File: config.mk
export PLATFORM = sky130hd
export DESIGN_NAME = nand_cycle_seq
export DESIGN_NICKNAME = d
export VERILOG_FILES = /design/src/rtl/nand_seq_pkg.sv /design/src/rtl/nand_tim_regs.sv /design/src/rtl/nand_phase_fsm.sv /design/src/rtl/nand_rdy_sampler.sv /design/src/rtl/nand_cycle_seq.sv
export SDC_FILE = /design/constraint.sdc
export NUM_CORES = 1
export LEC_CHECK = 0
export CAP_MARGIN = 15
export CELL_PAD_IN_SITES_DETAIL_PLACEMENT = 0
export CELL_PAD_IN_SITES_GLOBAL_PLACEMENT = 1
export CORE_MARGIN = 2
export CORE_UTILIZATION = 34
export DETAILED_ROUTE_END_ITERATION = 10
export PLACE_DENSITY_LB_ADDON = 0.1
export SETUP_SLACK_MARGIN = 0.02
export SLEW_MARGIN = 5
export SYNTH_ARGS = -nofsm -noshare
export SYNTH_HDL_FRONTEND = slang
export SYNTH_SLANG_ARGS = --single-unit
export TNS_END_PERCENT = 10
File: constraint.sdc
create_clock -name clk -period 1.7 [get_ports clk]
set_input_delay 0.17 -clock clk [delete_from_list [all_inputs] [get_ports clk]]
set_output_delay 0.17 -clock clk [all_outputs]
set_load 0.05 [all_outputs]
File: src/rtl/nand_seq_pkg.sv
package nand_seq_pkg;

  localparam int TF_W   = 4;          // width of one timing field
  localparam int TWORD_W = 8 * TF_W;  // full timing word
  localparam int HALF_W  = TWORD_W / 2;
  localparam int WAIT_W  = TF_W + 1;  // holds 2*n

  typedef enum logic [1:0] {
    OP_RD  = 2'b00,
    OP_WR  = 2'b01,
    OP_CMD = 2'b10,
    OP_ADR = 2'b11
  } op_e;

  typedef enum logic [1:0] {
    PH_IDLE   = 2'd0,
    PH_SETUP  = 2'd1,
    PH_STROBE = 2'd2,
    PH_HOLD   = 2'd3
  } phase_e;

  typedef struct packed {
    logic [TF_W-1:0] setup;
    logic [TF_W-1:0] hold;
    logic [TF_W-1:0] width;
    logic [TF_W-1:0] rwait;
  } dir_tim_t;

  // Select the half of the timing word for one direction and split it.
  function automatic dir_tim_t pick_dir(input logic [TWORD_W-1:0] word,
                                        input logic wr);
    logic [HALF_W-1:0] half;
    dir_tim_t f;
    half    = wr ? word[TWORD_W-1:HALF_W] : word[HALF_W-1:0];
    f.setup = half[TF_W-1:0];
    f.hold  = half[2*TF_W-1:TF_W];
    f.width = half[3*TF_W-1:2*TF_W];
    f.rwait = half[4*TF_W-1:3*TF_W];
    return f;
  endfunction

endpackage

File: src/rtl/nand_tim_regs.sv
module nand_tim_regs
  import nand_seq_pkg::*;
#(
  parameter logic [TWORD_W-1:0] TIM_RESET = '0
) (
  input  logic               clk,
  input  logic               rst_n,
  input  logic               tim_we,
  input  logic [TWORD_W-1:0] tim_wdata,
  input  logic               ctl_we,
  input  logic               ctl_force_ce,
  input  logic               ctl_soft_rst,
  output logic [TWORD_W-1:0] tim_q,
  output logic               force_ce_q,
  output logic               soft_clr
);

  logic [TWORD_W-1:0] tim_d;
  logic               force_d;

  assign soft_clr = ctl_we & ctl_soft_rst;

  always_comb begin
    tim_d   = tim_q;
    force_d = force_ce_q;
    if (soft_clr) begin
      tim_d   = TIM_RESET;
      force_d = 1'b0;
    end else begin
      if (tim_we) tim_d = tim_wdata;
      if (ctl_we) force_d = ctl_force_ce;
    end
  end

  always_ff @(posedge clk or negedge rst_n) begin
    if (!rst_n) begin
      tim_q      <= TIM_RESET;
      force_ce_q <= 1'b0;
    end else begin
      tim_q      <= tim_d;
      force_ce_q <= force_d;
    end
  end


  soft_clr_defaults_chk: assert property (@(posedge clk) disable iff (!rst_n)
    soft_clr |=> (tim_q == TIM_RESET) && !force_ce_q);

endmodule

File: src/rtl/nand_phase_fsm.sv
module nand_phase_fsm
  import nand_seq_pkg::*;
#(
  parameter int DATA_W = 8
) (
  input  logic               clk,
  input  logic               rst_n,
  input  logic               clr,
  input  logic               wait_busy,
  input  logic               req_valid,
  input  op_e                req_op,
  input  logic [DATA_W-1:0]  req_byte,
  input  logic [TWORD_W-1:0] tim_word,
  output phase_e             phase,
  output op_e                op_q,
  output logic [DATA_W-1:0]  byte_q,
  output logic               strobe_end,
  output logic [TF_W-1:0]    rwait
);

  phase_e          ph_q, ph_d;
  logic [TF_W-1:0] cnt_q, cnt_d;
  logic            accept;
  dir_tim_t        req_f, cur_f;

  assign accept = req_valid && (ph_q == PH_IDLE) && !wait_busy && !clr;
  assign req_f  = pick_dir(tim_word, req_op != OP_RD);
  assign cur_f  = pick_dir(tim_word, op_q != OP_RD);

  always_comb begin
    ph_d  = ph_q;
    cnt_d = cnt_q;
    unique case (ph_q)
      PH_IDLE: begin
        if (accept) begin
          ph_d  = PH_SETUP;
          cnt_d = req_f.setup;
        end
      end
      PH_SETUP: begin
        if (cnt_q == '0) begin
          ph_d  = PH_STROBE;
          cnt_d = cur_f.width;
        end else begin
          cnt_d = cnt_q - 1'b1;
        end
      end
      PH_STROBE: begin
        if (cnt_q == '0) begin
          ph_d  = PH_HOLD;
          cnt_d = cur_f.hold;
        end else begin
          cnt_d = cnt_q - 1'b1;
        end
      end
      PH_HOLD: begin
        if (cnt_q == '0) begin
          ph_d  = PH_IDLE;
          cnt_d = '0;
        end else begin
          cnt_d = cnt_q - 1'b1;
        end
      end
      default: begin
        ph_d  = PH_IDLE;
        cnt_d = '0;
      end
    endcase
    if (clr) begin
      ph_d  = PH_IDLE;
      cnt_d = '0;
    end
  end

  always_ff @(posedge clk or negedge rst_n) begin
    if (!rst_n) begin
      ph_q  <= PH_IDLE;
      cnt_q <= '0;
    end else begin
      ph_q  <= ph_d;
      cnt_q <= cnt_d;
    end
  end

  always_ff @(posedge clk or negedge rst_n) begin
    if (!rst_n) begin
      op_q   <= OP_RD;
      byte_q <= '0;
    end else if (accept) begin
      op_q   <= req_op;
      byte_q <= req_byte;
    end
  end

  assign phase      = ph_q;
  assign strobe_end = (ph_q == PH_STROBE) && (cnt_q == '0) && !clr;
  assign rwait      = cur_f.rwait;


  setup_to_strobe_chk: assert property (@(posedge clk) disable iff (!rst_n)
    (ph_q == PH_SETUP) |=> (ph_q == PH_SETUP || ph_q == PH_STROBE || ph_q == PH_IDLE));


  hold_to_idle_chk: assert property (@(posedge clk) disable iff (!rst_n)
    (ph_q == PH_HOLD) |=> (ph_q == PH_HOLD || ph_q == PH_IDLE));


  req_locked_chk: assert property (@(posedge clk) disable iff (!rst_n)
    (ph_q != PH_IDLE) |=> ($stable(op_q) && $stable(byte_q)));

endmodule

File: src/rtl/nand_rdy_sampler.sv
module nand_rdy_sampler
  import nand_seq_pkg::*;
(
  input  logic            clk,
  input  logic            rst_n,
  input  logic            clr,
  input  logic            start,
  input  logic [TF_W-1:0] rwait,
  input  logic            rb,
  output logic            pend,
  output logic            ready_q
);

  logic [WAIT_W-1:0] cnt_q, cnt_d;
  logic              pend_d, ready_d;

  always_comb begin
    cnt_d   = cnt_q;
    pend_d  = pend;
    ready_d = ready_q;
    if (clr) begin
      cnt_d   = '0;
      pend_d  = 1'b0;
      ready_d = 1'b0;
    end else if (start) begin
      if (rwait == '0) begin
        ready_d = rb;
      end else begin
        cnt_d  = {rwait, 1'b0};
        pend_d = 1'b1;
      end
    end else if (pend) begin
      cnt_d = cnt_q - 1'b1;
      if (cnt_q == WAIT_W'(1)) begin
        ready_d = rb;
        pend_d  = 1'b0;
      end
    end
  end

  always_ff @(posedge clk or negedge rst_n) begin
    if (!rst_n) begin
      cnt_q   <= '0;
      pend    <= 1'b0;
      ready_q <= 1'b0;
    end else begin
      cnt_q   <= cnt_d;
      pend    <= pend_d;
      ready_q <= ready_d;
    end
  end


  pend_count_chk: assert property (@(posedge clk) disable iff (!rst_n)
    pend |-> (cnt_q != '0));


  ready_update_chk: assert property (@(posedge clk) disable iff (!rst_n)
    !$stable(ready_q) |-> ($past(clr) || $past(start) || $past(pend)));

endmodule

File: src/rtl/nand_cycle_seq.sv
module nand_cycle_seq
  import nand_seq_pkg::*;
#(
  parameter int                 DATA_W    = 8,
  parameter logic [TWORD_W-1:0] TIM_RESET = '0
) (
  input  logic               clk,
  input  logic               rst_n,
  input  logic               tim_we,
  input  logic [TWORD_W-1:0] tim_wdata,
  input  logic               ctl_we,
  input  logic               ctl_force_ce,
  input  logic               ctl_soft_rst,
  input  logic               req_valid,
  input  logic [1:0]         req_op,
  input  logic [DATA_W-1:0]  req_byte,
  output logic               busy,
  output logic [DATA_W-1:0]  rd_byte,
  output logic               rd_valid,
  output logic               dev_ready,
  output logic               nand_ce_n,
  output logic               nand_cle,
  output logic               nand_ale,
  output logic               nand_we_n,
  output logic               nand_re_n,
  output logic [DATA_W-1:0]  nand_dq_out,
  output logic               nand_dq_oe,
  input  logic [DATA_W-1:0]  nand_dq_in,
  input  logic               nand_rb
);

  logic [TWORD_W-1:0] tim_q;
  logic               force_ce_q;
  logic               soft_clr;
  phase_e             phase;
  op_e                op_q;
  logic [DATA_W-1:0]  byte_q;
  logic               strobe_end;
  logic [TF_W-1:0]    rwait;
  logic               pend;
  logic               active, is_wr, strobe_on;
  logic               rd_cap;
  logic               rd_valid_d;
  logic [DATA_W-1:0]  rd_byte_d;

  nand_tim_regs #(.TIM_RESET(TIM_RESET)) u_regs (
    .clk          (clk),
    .rst_n        (rst_n),
    .tim_we       (tim_we),
    .tim_wdata    (tim_wdata),
    .ctl_we       (ctl_we),
    .ctl_force_ce (ctl_force_ce),
    .ctl_soft_rst (ctl_soft_rst),
    .tim_q        (tim_q),
    .force_ce_q   (force_ce_q),
    .soft_clr     (soft_clr)
  );

  nand_phase_fsm #(.DATA_W(DATA_W)) u_fsm (
    .clk        (clk),
    .rst_n      (rst_n),
    .clr        (soft_clr),
    .wait_busy  (pend),
    .req_valid  (req_valid),
    .req_op     (op_e'(req_op)),
    .req_byte   (req_byte),
    .tim_word   (tim_q),
    .phase      (phase),
    .op_q       (op_q),
    .byte_q     (byte_q),
    .strobe_end (strobe_end),
    .rwait      (rwait)
  );

  nand_rdy_sampler u_rdy (
    .clk     (clk),
    .rst_n   (rst_n),
    .clr     (soft_clr),
    .start   (strobe_end),
    .rwait   (rwait),
    .rb      (nand_rb),
    .pend    (pend),
    .ready_q (dev_ready)
  );

  assign active    = (phase != PH_IDLE);
  assign is_wr     = (op_q != OP_RD);
  assign strobe_on = (phase == PH_STROBE);

  assign busy        = active | pend;
  assign nand_ce_n   = !(active || force_ce_q);
  assign nand_cle    = active && (op_q == OP_CMD);
  assign nand_ale    = active && (op_q == OP_ADR);
  assign nand_we_n   = !(strobe_on && is_wr);
  assign nand_re_n   = !(strobe_on && !is_wr);
  assign nand_dq_oe  = active && is_wr;
  assign nand_dq_out = nand_dq_oe ? byte_q : '0;

  // Read capture on the edge where the read strobe returns high.
  assign rd_cap = strobe_end && !is_wr;

  always_comb begin
    rd_valid_d = rd_cap;
    rd_byte_d  = rd_cap ? nand_dq_in : rd_byte;
    if (soft_clr) rd_valid_d = 1'b0;
  end

  always_ff @(posedge clk or negedge rst_n) begin
    if (!rst_n) begin
      rd_valid <= 1'b0;
      rd_byte  <= '0;
    end else begin
      rd_valid <= rd_valid_d;
      rd_byte  <= rd_byte_d;
    end
  end


  latch_excl_chk: assert property (@(posedge clk) disable iff (!rst_n)
    !(nand_cle && nand_ale));


  wr_bus_chk: assert property (@(posedge clk) disable iff (!rst_n)
    !nand_we_n |-> (nand_dq_oe && !nand_ce_n));


  rd_edge_chk: assert property (@(posedge clk) disable iff (!rst_n)
    rd_valid |-> $rose(nand_re_n));


  busy_fall_chk: assert property (@(posedge clk) disable iff (!rst_n)
    $fell(busy) |-> (nand_we_n && nand_re_n && !nand_dq_oe));

endmodule

==> flow_summary_export.csv <==
group,metric,value,unit
outcome,status,"complete, but fails checks",
outcome,violations,"setup timing",
synth,yosysWarnings,0,
grt,grt_pass1_wl,13520,um
grt,grt_util_all_layers,0.1683,
worst_setup_path,critPathCapture,"u_fsm.cnt_q[1]",
clock_network,cts-root-buf,"clkbuf_8",
clock_network,clock_latency,0.34,ns
sta,fin_crit,1.714,ns
die,die_w,102.0,um
sta,drv_slew,0,
finish,n_antenna_cell,0,
sta,hold_viol,0,
grt,grt_max_degree,33,
drt,routed_via_density,4.797,
sta,fin_crit_sh,1.008,
worst_setup_path,crit_buf_inv,1,
worst_setup_path,crit_family,"compound AO/OA/AOI/OAI gates",
worst_setup_path,crit_path_start,"u_fsm.op_q[1]",
finish,fin_util,0.5633,
finish,multiInputGateArea,0.001762,mm2
synth,synthTopCellsByArea,"dfrtp_1, mux2i_1, mux2_2",
die,die-area,0.01041,mm2
synth,syn-cell-area,0.003266,mm2
clock_network,ctsLongestPathBuffers,2,
finish,final_nets,490,
power,p_int,5.748,mW
sta,worstMarginPinSlew,0.5013,ns
synth,postSynthCellCount,290,
sta,timing.final.ws_setup,-0.01359,ns
worst_setup_path,path_class,"register to register",
die,core,0.009284,mm2
synth,synth_area_per_cell,11.26,um2
synth,yosysTopAreaCell,"dfrtp_1",
worst_setup_path,crit_slowest_cell,"dfrtp_1",
synth,ys.flop_type,"dfrtp_1",
worst_setup_path,crit_chain,"nor2_4 -> buf_12 -> mux2_4 -> a221o_1 -> a32oi_1 -> a21oi_1",
die,fp.dieH,102.0,um
flow_run,drv_cap,0,
worst_setup_path,crit_required,1.92,ns
die,pin_count,83,
power,p_per_area,1796,mW/mm2
finish,nFillCells,843,
drt,route.detailed.wl_per_inst,14.72,um
synth,yosys.cell_types.count,43,
worst_setup_path,max_stage_delay,0.41,ns
clock_network,path_clk_slew,0.07,ns
finish,drive_gt1_frac,0.3505,
worst_setup_path,start_kind,"register",
synth,seq_area_frac_synth,0.4981,
power,power_switching_share,0.3880,
synth,synth_top_cell_area_share,0.4981,
clock_network,numCtsBuffers,9,
sta,skew,0.007182,ns
power,combPwrFrac,0.601,
sta,max_freq,583.6,MHz
worst_setup_path,cp-end-kind,"register",
grt,grt_pass1_vias,2706,
hold_path,min_path_type,"primary input to asynchronous set/reset pin",
synth,synth_seq_cells,65,
grt,antenna_found_initial,0,
worst_setup_path,rr_worst_depth,6,
worst_setup_path,reg2reg_to,"u_fsm.cnt_q[1]",
clock_network,cts_tree,"done",
die,num_rows,35,
finish,regArea,0.001627,mm2
power,p_leak,2.422,nW
synth,synthArstFlopShare,1.000,
drt,antenna_left,0,
synth,yosysMostFrequentCell,"dfrtp_1",
sta,rsz0062_at_grt,"yes",
power,peakVddDrop,957.4,uV
synth,synth_nets,357,
worst_setup_path,r2r-start,"u_fsm.op_q[1]",
placement,gp_congestion,0.8179,
worst_setup_path,crit_arrival,1.93,ns
die,start_util,0.3518,
synth,synth_edf_count,0,
drt,vias,2672,
power,p_clk_frac,0.158,
drt,drc,0,
sta,finalSetupViolCount,3,
drt,drtPass1Iterations,4,
drt,routed_wl,8197,um
power,switchingPower,3.644,mW
placement,hpwl,5897,um
placement,post-place-ws,-0.1260,ns
placement,numPortBuffers,82,
power,seqPwrFrac,0.241,
worst_setup_path,crit_fanout,7,
synth,synth_common_cells,"dfrtp_1, nor2_1, mux2i_1",
worst_setup_path,regToRegSetupSlack,-0.01,ns
sta,slew_headroom,0.6653,
finish,areaGrowthSynthToFinish,60.15,%
grt,grt_overflow,0,
clock_network,clock-sinks,65,
clock_network,htreeDepth,3,
drt,drt_iter0_markers,91,
worst_setup_path,cp.depth,6,
## registers in the layout, indices dropped and copies added, names as in the netlist
name / cells
u_fsm.byte_q: 8
u_regs.tim_q: 32
rd_valid: 1
rd_byte: 8
u_rdy.ready_q: 1
u_rdy.cnt_q: 5
u_fsm.op_q: 2
u_fsm.cnt_q: 4
u_rdy.pend: 1
u_fsm.phase: 2
u_regs.force_ce_q: 1
## worst register-to-register path, stage by stage, from the launching register on
cell and delay [ns]:
dfrtp_1 0.41, nor2_4 0.13, buf_12 0.14, mux2_4 0.30
a221o_1 0.32, a32oi_1 0.20, a21oi_1 0.09
## final cells by class
class,instances,share of cell area
clock inverters,2,0.01148
flip-flops and latches,65,0.3110
multi-input cells,203,0.3368
clock buffers,14,0.03110
well taps,129,0.03086
inverters,13,0.009330
repair buffers,131,0.2694
## layout by cell type, fill, tap and decap left out, types with 2 or more instances in the layout
cell type / n
mux2_2: 23
bufinv_16: 2
dlygate4sd2_1: 6
and2_1: 3
clkbuf_1: 3
mux2_4: 5
nor2_2: 2
buf_2: 2
and2_4: 8
mux2i_1: 40
clkbuf_8: 11
o21ai_0: 9
dfrtp_1: 65
nor3_1: 2
o22ai_1: 2
a221o_1: 3
buf_4: 35
o32a_1: 3
ha_1: 5
nor2_4: 3
clkdlybuf4s50_1: 56
inv_1: 8
nor3b_4: 2
nand2_2: 3
ha_4: 3
nand2_1: 6
a21oi_1: 7
dlymetal6s2s_1: 2
inv_2: 5
nor2_1: 40
buf_12: 18
buf_6: 10
## logic make-up after synthesis
kind of cell / Yosys count / synth area share
buffers and inverters: 23 / 0.02988
adders and majority gates: 9 / 0.03448
and+or+nand+nor: 83 / 0.1264
AOI/OAI and AO/OA: 41 / 0.08890
muxes: 69 / 0.2222
DFF: 65 / 0.4981
## routing by layer
layer / part of all wire / track usage / vias up
met2: 0.45 / 0.2647 / 65
met1: 0.49 / 0.2329 / 1296
met4: 0.012 / 0.06154 / 0
li1: - / - / 1303
met3: 0.044 / 0.03078 / 8
met5: 0 / 0 / -
## worst min path at each step
| stage | from | endpoint | slack [ns] | depth (start not counted) |
|---|---|---|---|---|
| finish | rst_n | u_regs.tim_q[26] | 0.18 | 2 |
| CTS | rst_n | u_regs.tim_q[26] | 0.17 | 2 |
| global placement | rst_n | u_regs.tim_q[26] | 0.007 | 1 |
| detailed placement | rst_n | u_regs.tim_q[26] | 0.008 | 1 |
| global route | rst_n | u_regs.tim_q[26] | 0.21 | 2 |
| floorplan | rst_n | rd_byte[0] | -0.13 | 0 |
## power groups by stage
stage	clock network [mW]	registers (mW)	logic [mW]
2_1_floorplan	0	2.60	2.36
3_3_place_gp	0	2.25	4.84
3_5_place_dp	0	2.26	4.87
4_1_cts	1.53	2.26	5.42
5_1_grt	1.60	2.33	6.04
6_report	1.49	2.26	5.65
## timing repair
| action | in CTS | in global routing |
|---|---|---|
| pin swaps | 18 | 19 |
| setup buffers | 6 | 5 |
| resized for setup | 47 | 26 |
| cloned | 1 | 0 |
| hold buffers | 1 | 0 |
| endpoints found under the setup margin | 51 | 46 |
| endpoints found under the hold margin | 65 | 0 |
## per-stage QoR
step	power [mW]	std cells	setup TNS (ns)	hold slack, ns	instance area (um2)
global route	9.964	557	-1.400	0.2127	5230
finish	9.393	557	-0.02102	0.1842	5230
detailed placement	7.128	529	-0.7590	0.007750	4644
floorplan	4.961	290	-4.791	-0.1256	3276
CTS	9.210	552	-0.1443	0.1714	5097
global placement	7.087	529	-0.6945	0.007397	4644
No activity file was read; power rests on OpenSTA's default activity.
